==> src/rtl/lockin_pkg.sv <==
package lockin_pkg;
  localparam int SMP_W  = 16;
  localparam int TS_W   = 16;
  localparam int SLOT_W = 32;
  localparam int PH_W   = 16;
  localparam int HARM_W = 8;
  localparam int BATCH  = 16;
  localparam int LUT_AW = 6;
  localparam int IDX_W  = $clog2(BATCH);
  localparam int IP_W   = SLOT_W + HARM_W + 2;
  localparam int DVD_W  = IP_W + PH_W;
  localparam int PROD_W = 2 * SMP_W;

  typedef enum logic [2:0] {S_IDLE, S_CHECK, S_START, S_DIV, S_MUL} lk_state_e;

  // Quarter-wave entry k: round(32767*sin(pi*(2k+1)/2^(aw+2))), Q30 Taylor series.
  function automatic int quarter_sine(int k, int aw);
    longint pi_q30, x, x2, term, acc;
    pi_q30 = 64'sd3373259426;
    x      = (pi_q30 * longint'(2 * k + 1)) >>> (aw + 2);
    x2     = (x * x) >>> 30;
    term   = x;
    acc    = x;
    for (int j = 1; j < 8; j++) begin
      term = -(((term * x2) >>> 30) / longint'(2 * j * (2 * j + 1)));
      acc  = acc + term;
    end
    return int'((acc * 32767 + (longint'(1) <<< 29)) >>> 30);
  endfunction
endpackage

==> src/rtl/lockin_ts_track.sv <==
module lockin_ts_track
  import lockin_pkg::*;
#(
  parameter int TSW = TS_W,
  parameter int SW  = SLOT_W
) (
  input  logic                 clk,
  input  logic                 rst_n,
  input  logic                 ts_valid,
  input  logic [TSW-1:0]       ts_value,
  input  logic                 batch_end,
  input  logic [SW-1:0]        age_step,
  output logic signed [SW-1:0] newest,
  output logic signed [SW-1:0] oldest,
  output logic                 both_valid
);
  logic signed [SW-1:0] new_q, new_d, old_q, old_d, p1_q, p1_d, p0_q, p0_d;
  logic                 vn_q, vn_d, vo_q, vo_d;
  logic [1:0]           pc_q, pc_d;
  logic signed [SW-1:0] new_aged, old_aged;

  assign new_aged = new_q - $signed(age_step);
  assign old_aged = old_q - $signed(age_step);

  always_comb begin
    new_d = new_q; old_d = old_q; vn_d = vn_q; vo_d = vo_q;
    p1_d  = p1_q;  p0_d  = p0_q;  pc_d = pc_q;
    if (batch_end) begin
      pc_d = 2'd0;
      unique case (pc_q)
        2'd0: begin
          new_d = vn_q ? new_aged : new_q;
          old_d = vo_q ? old_aged : old_q;
        end
        2'd1: begin
          old_d = new_aged; vo_d = vn_q;
          new_d = p1_q;     vn_d = 1'b1;
        end
        default: begin
          old_d = p0_q; vo_d = 1'b1;
          new_d = p1_q; vn_d = 1'b1;
        end
      endcase
    end else if (ts_valid) begin
      p1_d = SW'(ts_value);
      p0_d = p1_q;
      if (pc_q != 2'd2) pc_d = pc_q + 2'd1;
    end
  end

  always_ff @(posedge clk or negedge rst_n) begin
    if (!rst_n) begin
      new_q <= '0; old_q <= '0; p1_q <= '0; p0_q <= '0;
      vn_q  <= 1'b0; vo_q <= 1'b0; pc_q <= 2'd0;
    end else begin
      new_q <= new_d; old_q <= old_d; p1_q <= p1_d; p0_q <= p0_d;
      vn_q  <= vn_d;  vo_q  <= vo_d;  pc_q <= pc_d;
    end
  end

  assign newest     = new_q;
  assign oldest     = old_q;
  assign both_valid = vn_q & vo_q;

  p_two_valid_r4: assert property (@(posedge clk) disable iff (!rst_n)
    (batch_end && pc_q == 2'd2) |=> (vn_q && vo_q));
  p_valid_kept_r2: assert property (@(posedge clk) disable iff (!rst_n)
    (batch_end && vn_q) |=> vn_q);
  p_age_r3: assert property (@(posedge clk) disable iff (!rst_n)
    (batch_end && pc_q == 2'd0 && vn_q) |=> (new_q == $past(new_q) - $signed($past(age_step))));
endmodule

==> src/rtl/lockin_div.sv <==
module lockin_div #(
  parameter int DVD_W = 58,
  parameter int DVS_W = 32,
  parameter int Q_W   = 16
) (
  input  logic             clk,
  input  logic             rst_n,
  input  logic             start,
  input  logic [DVD_W-1:0] dividend,
  input  logic [DVS_W-1:0] divisor,
  output logic             done,
  output logic [Q_W-1:0]   quotient
);
  localparam int CNT_W = $clog2(DVD_W);

  logic [DVD_W-1:0] q_q, q_d;
  logic [DVS_W-1:0] r_q, r_d;
  logic [CNT_W-1:0] c_q, c_d;
  logic             run_q, run_d, done_q, done_d;
  logic [DVS_W:0]   trial;
  logic             ge;

  assign trial = {r_q, q_q[DVD_W-1]};
  assign ge    = (trial >= {1'b0, divisor});

  always_comb begin
    q_d = q_q; r_d = r_q; c_d = c_q; run_d = run_q; done_d = 1'b0;
    if (start) begin
      q_d = dividend; r_d = '0; c_d = CNT_W'(DVD_W - 1); run_d = 1'b1;
    end else if (run_q) begin
      q_d = {q_q[DVD_W-2:0], ge};
      r_d = ge ? DVS_W'(trial - {1'b0, divisor}) : trial[DVS_W-1:0];
      if (c_q == '0) begin
        run_d = 1'b0; done_d = 1'b1;
      end else begin
        c_d = c_q - 1'b1;
      end
    end
  end

  always_ff @(posedge clk or negedge rst_n) begin
    if (!rst_n) begin
      q_q <= '0; r_q <= '0; c_q <= '0; run_q <= 1'b0; done_q <= 1'b0;
    end else begin
      q_q <= q_d; r_q <= r_d; c_q <= c_d; run_q <= run_d; done_q <= done_d;
    end
  end

  assign done     = done_q;
  assign quotient = q_q[Q_W-1:0];

  logic unused_q_hi;
  assign unused_q_hi = ^q_q[DVD_W-1:Q_W];

  p_rem_bound_r6: assert property (@(posedge clk) disable iff (!rst_n)
    (done_q && divisor != '0) |-> (r_q < divisor));
endmodule

==> src/rtl/lockin_sincos.sv <==
module lockin_sincos
  import lockin_pkg::*;
#(
  parameter int AW = LUT_AW,
  parameter int OW = SMP_W
) (
  input  logic [AW+1:0]        ph_hi,
  output logic signed [OW-1:0] sin_o,
  output logic signed [OW-1:0] cos_o
);
  localparam int DEPTH = 1 << AW;

  logic [OW-2:0]        rom [DEPTH];
  logic signed [OW-1:0] val [2];

  for (genvar g = 0; g < DEPTH; g++) begin : g_rom
    localparam int V = quarter_sine(g, AW);
    assign rom[g] = (OW-1)'(V);
  end

  for (genvar c = 0; c < 2; c++) begin : g_ch
    logic [AW+1:0] p;
    logic [AW-1:0] k;
    logic [OW-1:0] mag;
    assign p      = (c == 0) ? ph_hi : ph_hi + (AW+2)'(DEPTH);
    assign k      = p[AW] ? ~p[AW-1:0] : p[AW-1:0];
    assign mag    = {1'b0, rom[k]};
    assign val[c] = p[AW+1] ? -$signed(mag) : $signed(mag);
  end

  assign sin_o = val[0];
  assign cos_o = val[1];
endmodule

==> src/rtl/lockin_demod.sv <==
module lockin_demod
  import lockin_pkg::*;
(
  input  logic                     clk,
  input  logic                     rst_n,
  input  logic [PH_W-1:0]          cfg_offset,
  input  logic [15:0]              cfg_period,
  input  logic [HARM_W-1:0]        cfg_harm,
  input  logic                     ts_valid,
  input  logic [TS_W-1:0]          ts_value,
  input  logic                     smp_valid,
  input  logic signed [SMP_W-1:0]  smp_data,
  input  logic                     batch_end,
  output logic                     busy,
  output logic                     batch_err,
  output logic                     out_valid,
  output logic [IDX_W-1:0]         out_idx,
  output logic signed [PROD_W-1:0] out_i,
  output logic signed [PROD_W-1:0] out_q
);
  // reset: asserted asynchronously, released on the clock
  logic [1:0] rs_q;
  logic       rst_sn;
  always_ff @(posedge clk or negedge rst_n) begin
    if (!rst_n) rs_q <= 2'b00;
    else        rs_q <= {rs_q[0], 1'b1};
  end
  assign rst_sn = rs_q[1];

  lk_state_e             st_q, st_d;
  logic [IDX_W-1:0]      n_q, n_d, wr_q, wr_d, oidx_q, oidx_d;
  logic                  sign_q, sign_d, ov_q, ov_d, err_q, err_d;
  logic [PH_W-1:0]       ph_q, ph_d;
  logic signed [PROD_W-1:0] oi_q, oi_d, oq_q, oq_d;
  logic signed [SMP_W-1:0]  buf_q [BATCH];

  logic                  idle, smp_we, div_start, div_done, both_valid;
  logic signed [SLOT_W-1:0] newest, oldest;
  logic [SLOT_W-1:0]     age_step, ref_per, n_times_p;
  logic signed [IP_W-1:0] diff, ip;
  logic [IP_W-1:0]       mag;
  logic [PH_W-1:0]       q16, frac;
  logic signed [SMP_W-1:0] sin_w, cos_w, smp_cur;
  logic signed [PROD_W-1:0] prod_i, prod_q;

  assign idle   = (st_q == S_IDLE);
  assign smp_we = idle && smp_valid && !batch_end;

  assign age_step = SLOT_W'(BATCH) * SLOT_W'(cfg_period);

  lockin_ts_track u_track (
    .clk(clk), .rst_n(rst_sn), .ts_valid(ts_valid && idle), .ts_value(ts_value),
    .batch_end(batch_end && idle), .age_step(age_step),
    .newest(newest), .oldest(oldest), .both_valid(both_valid)
  );

  assign ref_per   = newest - oldest;
  assign n_times_p = SLOT_W'(n_q) * SLOT_W'(cfg_period);
  assign diff      = IP_W'(n_times_p) - IP_W'(newest);
  assign ip        = diff * $signed({1'b0, cfg_harm});
  assign mag       = ip[IP_W-1] ? IP_W'(-ip) : IP_W'(ip);

  lockin_div #(.DVD_W(DVD_W), .DVS_W(SLOT_W), .Q_W(PH_W)) u_div (
    .clk(clk), .rst_n(rst_sn), .start(div_start), .dividend({mag, PH_W'(0)}),
    .divisor(ref_per), .done(div_done), .quotient(q16)
  );

  assign frac = sign_q ? PH_W'(0) - q16 : q16;

  lockin_sincos u_lut (.ph_hi(ph_q[PH_W-1 -: LUT_AW+2]), .sin_o(sin_w), .cos_o(cos_w));

  logic unused_ph_lo;
  assign unused_ph_lo = ^ph_q[PH_W-LUT_AW-3:0];

  assign smp_cur = buf_q[n_q];
  assign prod_i  = PROD_W'(sin_w) * PROD_W'(smp_cur);
  assign prod_q  = PROD_W'(cos_w) * PROD_W'(smp_cur);

  always_comb begin
    st_d = st_q; n_d = n_q; wr_d = wr_q; sign_d = sign_q; ph_d = ph_q;
    ov_d = 1'b0; err_d = 1'b0; oidx_d = oidx_q; oi_d = oi_q; oq_d = oq_q;
    div_start = 1'b0;
    unique case (st_q)
      S_IDLE: begin
        if (batch_end) begin
          st_d = S_CHECK; wr_d = '0;
        end else if (smp_valid) begin
          wr_d = wr_q + 1'b1;
        end
      end
      S_CHECK: begin
        if (both_valid) begin
          st_d = S_START; n_d = '0;
        end else begin
          st_d = S_IDLE; err_d = 1'b1;
        end
      end
      S_START: begin
        div_start = 1'b1; sign_d = ip[IP_W-1]; st_d = S_DIV;
      end
      S_DIV: begin
        if (div_done) begin
          ph_d = cfg_offset + frac; st_d = S_MUL;
        end
      end
      S_MUL: begin
        ov_d = 1'b1; oidx_d = n_q; oi_d = prod_i; oq_d = prod_q;
        if (n_q == IDX_W'(BATCH - 1)) st_d = S_IDLE;
        else begin
          n_d = n_q + 1'b1; st_d = S_START;
        end
      end
      default: st_d = S_IDLE;
    endcase
  end

  always_ff @(posedge clk or negedge rst_sn) begin
    if (!rst_sn) begin
      st_q <= S_IDLE; n_q <= '0; wr_q <= '0; sign_q <= 1'b0; ph_q <= '0;
      ov_q <= 1'b0; err_q <= 1'b0; oidx_q <= '0; oi_q <= '0; oq_q <= '0;
    end else begin
      st_q <= st_d; n_q <= n_d; wr_q <= wr_d; sign_q <= sign_d; ph_q <= ph_d;
      ov_q <= ov_d; err_q <= err_d; oidx_q <= oidx_d; oi_q <= oi_d; oq_q <= oq_d;
    end
  end

  always_ff @(posedge clk) begin
    if (smp_we) buf_q[wr_q] <= smp_data;
  end

  assign busy      = !idle;
  assign batch_err = err_q;
  assign out_valid = ov_q;
  assign out_idx   = oidx_q;
  assign out_i     = oi_q;
  assign out_q     = oq_q;

  p_excl_r5: assert property (@(posedge clk) disable iff (!rst_sn)
    $onehot0({ov_q, err_q}));
  p_err_src_r5: assert property (@(posedge clk) disable iff (!rst_sn)
    err_q |-> ($past(st_q) == S_CHECK && !$past(both_valid)));
  p_idx_last_r1: assert property (@(posedge clk) disable iff (!rst_sn)
    (ov_q && oidx_q == IDX_W'(BATCH - 1)) |-> idle);
endmodule

==> config.mk <==
export PLATFORM = sky130hd
export DESIGN_NAME = lockin_demod
export DESIGN_NICKNAME = d
export VERILOG_FILES = /design/src/rtl/lockin_pkg.sv /design/src/rtl/lockin_ts_track.sv /design/src/rtl/lockin_div.sv /design/src/rtl/lockin_sincos.sv /design/src/rtl/lockin_demod.sv
export SDC_FILE = /design/constraint.sdc
export NUM_CORES = 2
export LEC_CHECK = 0
export BUFFER_PORTS_ARGS = -buffer_cell sky130_fd_sc_hd__buf_2
export CORE_ASPECT_RATIO = 0.7
export CORE_MARGIN = 2
export CORE_UTILIZATION = 30
export CTS_CLUSTER_DIAMETER = 80
export DETAILED_ROUTE_END_ITERATION = 7
export GPL_TIMING_DRIVEN = 0
export PLACE_DENSITY_LB_ADDON = 0.1
export SLEW_MARGIN = 20
export SYNTH_ARGS = -nofsm -noshare
export SYNTH_HDL_FRONTEND = slang
export SYNTH_SLANG_ARGS = --single-unit
==> constraint.sdc <==
create_clock -name clk -period 15.1 [get_ports clk]
set_input_delay 3.775 -clock clk [delete_from_list [all_inputs] [get_ports clk]]
set_output_delay 3.775 -clock clk [all_outputs]
set_load 0.1 [all_outputs]
; Word level (Yosys, flattened, before mapping)
; Memory sizes are Yosys's and may differ from the RTL's.
; Index checks and enable logic that the tools add are counted.
; W data, S select, Z words.
[totals]
register_bits = 298
ramBits = 256
rom_bits = 1920
inputBits = 77
out_inout_bits = 71
n_memories = 3
[classes]
n_addsub = 15
mul = 4
n_lt_le_gt_ge = 3
eq_ne = 14
muxes = 48
bitwise = 7
reduce_logical = 24
[mem_list]
columns = memory, words, word_bits, rd, rd_ports_with_merged_regs, wr, line
row1 = (no name shown), 64, 15, 1, 0, 0, lockin_sincos.sv:27  ; assign mag = {1'b0, rom[k]};
row2 = (no name shown), 64, 15, 1, 0, 0, lockin_sincos.sv:27
row3 = buf_q, 16, 16, 1, 0, 1, lockin_demod.sv:35  ; logic signed [SMP_W-1:0] buf_q [BATCH];
[ops]
columns = operator, count
row1 = $mux W32, 6
row2 = $mux W58, 2
row3 = $mul A16 B16 Y32, 2
row4 = $pmux W32 S2, 1
row5 = $sub A32 B21 Y32, 2
row6 = $sub A32 B32 Y32, 2
row7 = $mux W15, 4
row8 = $mux W16, 3
row9 = $mul A33 B9 Y42, 1
row10 = $mux W42, 1
row11 = $neg A42 Y42, 1
row12 = $ge A33 B32 Y1, 1
row13 = $sub A21 B32 Y33, 1
row14 = $neg A15 Y16, 2
row15 = $mux W6, 5
row16 = $mul A4 B16 Y20, 1
row17 = $reduce_and A2 Y1, 9
row18 = $add A16 B16 Y16, 1
row19 = $mux W4, 4
row20 = $sub A1 B16 Y16 const A, 1
row21 = $pmux W3 S5, 1
row22 = $ge A7 B7 Y1 const B, 2
row23 = $not A6 Y7, 2
row24 = $mux W1, 12
row25 = 25 further kinds, 48

; Logic depth before layout (Yosys ltp)
[depth]
depth_word = 10
mapped_depth = 52
mapped_depth_nobuf = 46

; Modules after synthesis
; From an unflattened synthesis, not the netlist that was laid out.
[hier_totals]
hier_cells = 7704
hier_area_um2 = 69626.8
[modules_own_cells]
columns = module, n_inst, cells_each, area_each_um2, seq_area_each_um2
row1 = lockin_demod, 1, 5070, 48858.1, 9989.6
row2 = lockin_ts_track, 1, 927, 8023.9, 2502.4
row3 = lockin_div, 1, 779, 6751.5, 2452.4
row4 = lockin_sincos, 1, 928, 5993.2, 0.0

; Worst setup path before layout
; OpenSTA, ideal clock, no wires.
[synth_path]
kind = in2reg
startpoint = input port cfg_period[2]
endpoint = register u_div.q_q[54]
t_arrival_ns = 13.630
required_ns = 14.980
setup_slack_ns = 1.351
path_stages = 44
path_buffers = 1
cell_sequence = nand2_1 fa_1 inv_1 fa_1 ha_1 a21o_1 a21oi_1 nand2b_1 a21boi_0 o41ai_1 o21ai_0 o41ai_1 o21bai_1 xor2_1 ha_1 a21o_1 a21oi_1 nor2b_1 [... 8 more ...] fa_1 fa_1 inv_1 fa_1 inv_1 ha_1 buf_2 nand4_1 nor4_1 a221oi_2 a31oi_2 xnor2_1 o221a_2 nand4_2 nor4_2 nor4b_2 o21ai_1 a31o_1
[synth_via]
elab_chain_cells = 6
[synth_rtl]
columns = element, line
row1 = start: declaration, lockin_demod.sv:7  ; input logic [15:0] cfg_period,
row2 = $mul A4 B16 Y20 (*), lockin_demod.sv:58  ; assign n_times_p = SLOT_W'(n_q) * SLOT_W'(cfg_period);
row3 = $sub A21 B32 Y33 (*), lockin_demod.sv:59  ; assign diff = IP_W'(n_times_p) - IP_W'(newest);
row4 = $mul A33 B9 Y42 (*), lockin_demod.sv:60  ; assign ip = diff * $signed({1'b0, cfg_harm});
row5 = $neg A42 Y42, lockin_demod.sv:61  ; assign mag = ip[IP_W-1] ? IP_W'(-ip) : IP_W'(ip);
row6 = $mux W42 (*), lockin_demod.sv:61
row7 = $mux W58 (*), lockin_div.sv:28  ; if (start) begin
row8 = end signal: assignment, lockin_div.sv:43  ; q_q <= '0; r_q <= '0; c_q <= '0; run_q <= 1'b0; done_q <= 1'b0;
row9 = end signal: assignment, lockin_div.sv:45  ; q_q <= q_d; r_q <= r_d; c_q <= c_d; run_q <= run_d; done_q <= done_d;
row10 = end: declaration, lockin_div.sv:16  ; logic [DVD_W-1:0] q_q, q_d;
; Mark *: on every way between the ends. The rest lies on a longest branch, timed or not.
; A chain may end at the register's enable or synchronous reset.

; Worst setup path in the final report
[layout_path]
startpoint = input port cfg_period[3]
endpoint = register u_div.q_q[55]
; The elaborated chain is that of the path after synthesis.

==> summary.txt <==
STA
  • Worst slew pin tran: 1170 ps
  • Layout Skew: 43.2 ps
  • Final setup vio count: 0
  • Max Freq: 0.0687 GHz
  • TNS Setup: 0 ps
  • Final period util: 96.3%
  • Hold Fails Final Rpt: 0
  • Fin crit period: 14550 ps
  • RSZ-0062 raised after global routing: yes
  • Final Max Slew Viols: 0
  • Slew headroom: 22.2%

Placement
  • Placed insts: 10000
  • # port buffers: 145
  • Post-DP HPWL: 194000 um
  • Gpl congestion: 0.943

CTS
  • Hold_buf cts: 0
  • CTS tree: built
  • Clk_lat worst skew: 690 ps
  • Reg clk slew, reported paths: 60 ps
  • H-tree levels: 3
  • CTS root buf: clkbuf_16
  • Total CTS buffers: 68
  • CTS sink cnt: 546
  • Max clock buf depth: 3

Cells and area
  • Non-filler cells, final: 10100
  • Most frequent cells in the layout: inv_1 (1010), nand2_1 (826), fa_1 (761), nor2_1 (441), ha_1 (431)
  • Most common cell after layout, fill and taps aside: inv_1
  • Final Net Count: 8470
  • Filler cells: 22500
  • Layout area overhead: 12.1%
  • Utilization after layout: 33.9%
  • Layout cells sized above 1: 9.99%

Detailed routing
  • Routed length per instance: 23.4 um
  • Vias per cell: 5.02
  • Via count: 50900
  • Total Wirelength: 238000 um
  • DRC viols: 0
  • Routed Antenna Nets: 0
  • Drt first pass iters: 6
  • Initial drt markers: 3934

Setup path
  • Setup crit end kind: register
  • Data arrival time of the worst path: 15050 ps
  • Worst Path Max Fanout: 9
  • Reg2reg setup slack: 1020 ps
  • Max incr delay on CP: 600 ps
  • CP max stage cell: fa_1
  • Type of origin of the critical path: primary input
  • Crit Path Category: in -> reg
  • WP data required: 15600 ps
  • CP dominant cell by count: fa_1

Synth
  • Synth unique cells: 127
  • Post-synthesis net count: 8205
  • Most common flop cell mapped by yosys: dfrtp_1
  • Sequential-to-total area share from yosys stat: 23.0%
  • Synth async-reset ratio: 53.1%
  • EDFF count, synth: 256
  • Cell Area, Synth: 0.0649 mm^2
  • Seq cells post-synth: 546
  • Cells after Synth: 6936
  • Avg Cell Area, Syn: 9.36 um^2
  • Yosys warnings: 0

Die
  • Cell Rows: 142
  • Initial Utilization: 30.2%
  • Die area: 0.220 mm^2
  • Die Span Y: 393 um
  • Die Wd: 560 um
  • Ports: 148
  • Core Area: 0.215 mm^2

Flow run
  • Max-cap violations: 0

Global route
  • Global Route met2 Usage: 32.0%
  • Initial antenna violation count: 21
  • GRT met1 Usage: 33.2%
  • GRT overflow: 0
  • First-pass GRT wire length: 358000 um
  • Global route hottest layer: met1
  • Total Routing Usage GR: 21.7%
  • Largest net degree at the start of global routing: 49
  • Routing usage on met3: 2.85%
  • Vias in the first global route: 52600

Worst hold path
  • HP Class: reg -> async

Run status
  • Status: completed
[flip-flops by register name, summed over array words and instances (netlist names), 2 cells and up]
name            cells
u_track.newest     32
u_div.c_q           6
u_track.oldest     32
out_idx             4
u_track.pc_q        2
u_div.q_q          58
u_div.r_q          32
u_track.p0_q       16
n_q                 4
wr_q                4
buf_q             256
rs_q                2
out_q              32
ph_q                8
u_track.p1_q       16
st_q                3
out_i              32
[cell families after synthesis]
kind of cell | after synthesis | synth area share (%)
xor+xnor | 343 | 4.86
other cells | 1 | 0.00578
flops | 546 | 23.0
simple gates | 2049 | 14.9
fa+ha+maj | 1192 | 31.8
compound gates | 1283 | 12.9
buf+inv | 1339 | 8.16
mux | 183 | 4.44
[layer usage]
metal | wire length (um) | share of wire [%] | up-vias
li1 | - | - | 23500
met1 | 121000 | 51 | 25900
met2 | 98700 | 42 | 1345
met3 | 12400 | 5.2 | 186
met4 | 5610 | 2.4 | 0
met5 | 0 | 0 | -
[metrics by stage]
stage               instance area [um^2]  worst slack (ps)  hold WS, ps
finish                             72800               553          341
global route                       72800             -35.7          378
CTS                                72400              75.4          372
detailed placement                 70000             -1540          345
global placement                   69200             -1420          334
floorplan                          64900              1350          331
[cell usage after synthesis (73+ instances only)]
library cell  count  share of area [%]
a21o_1          106                1.2
nor3_1           80               0.62
ha_1            431                8.3
inv_1          1010                5.8
dfrtp_1         290                 11
o21ai_0         306                2.4
nor2_1          446                2.6
nand3_1          73               0.56
a211oi_1         93                1.1
xor2_1          128                1.7
fa_1            761                 23
nand2_1         827                4.8
a21oi_1         340                2.6
and2_1          239                2.3
mux4_2           79                2.7
xnor2_1         201                2.7
edfxtp_1        256                 12
clkbuf_1        218                1.3
nor2b_1          95               0.92
[path summary, 6_finish.rpt]
kind / start / endpoint / cells past startpoint
min in group clk: rs_q[0] / rs_q[1] / 0
max in group asynchronous: rst_n / rs_q[1] / 1
hold / removal: rs_q[1] / wr_q[2] / 0
setup / recovery: cfg_period[3] / u_div.q_q[55] / 48
hold reg to reg: rs_q[1] / wr_q[2] / 0
setup reg to reg: n_q[2] / u_div.q_q[54] / 47
[what timing repair did]
action	in CTS	in global routing
buffers inserted	0	12
pin swaps	0	6
resized for setup	12	50
setup endpoints to repair	42	42
[worst max-delay path: cells and delay by family]
family                   cells  cell delay (ps)
AND/OR/NAND/NOR              9             1970
AO/OA/AOI/OAI               18             3520
buffers and inverters        8              850
adder cells (fa/ha/maj)      9             4070
XOR/XNOR                     4              830
[area by class of cell]
cell class,instances,area (um^2),share of cell area (%)
Inverter,1015,3810,5.23
Multi-Input combinational cell,5051,45200,62.1
Tap cell,2880,3600,4.95
Clock inverter,35,497,0.682
Buffer,323,1510,2.08
Timing Repair Buffer,196,1380,1.90
Antenna cell,3,7.51,0.0103
Sequential cell,546,14900,20.5
Clock buffer,88,1850,2.54
Power is left out: the tool's default activity adds up to more than one toggle a clock period on the data nets, which glitch-free logic cannot reach.
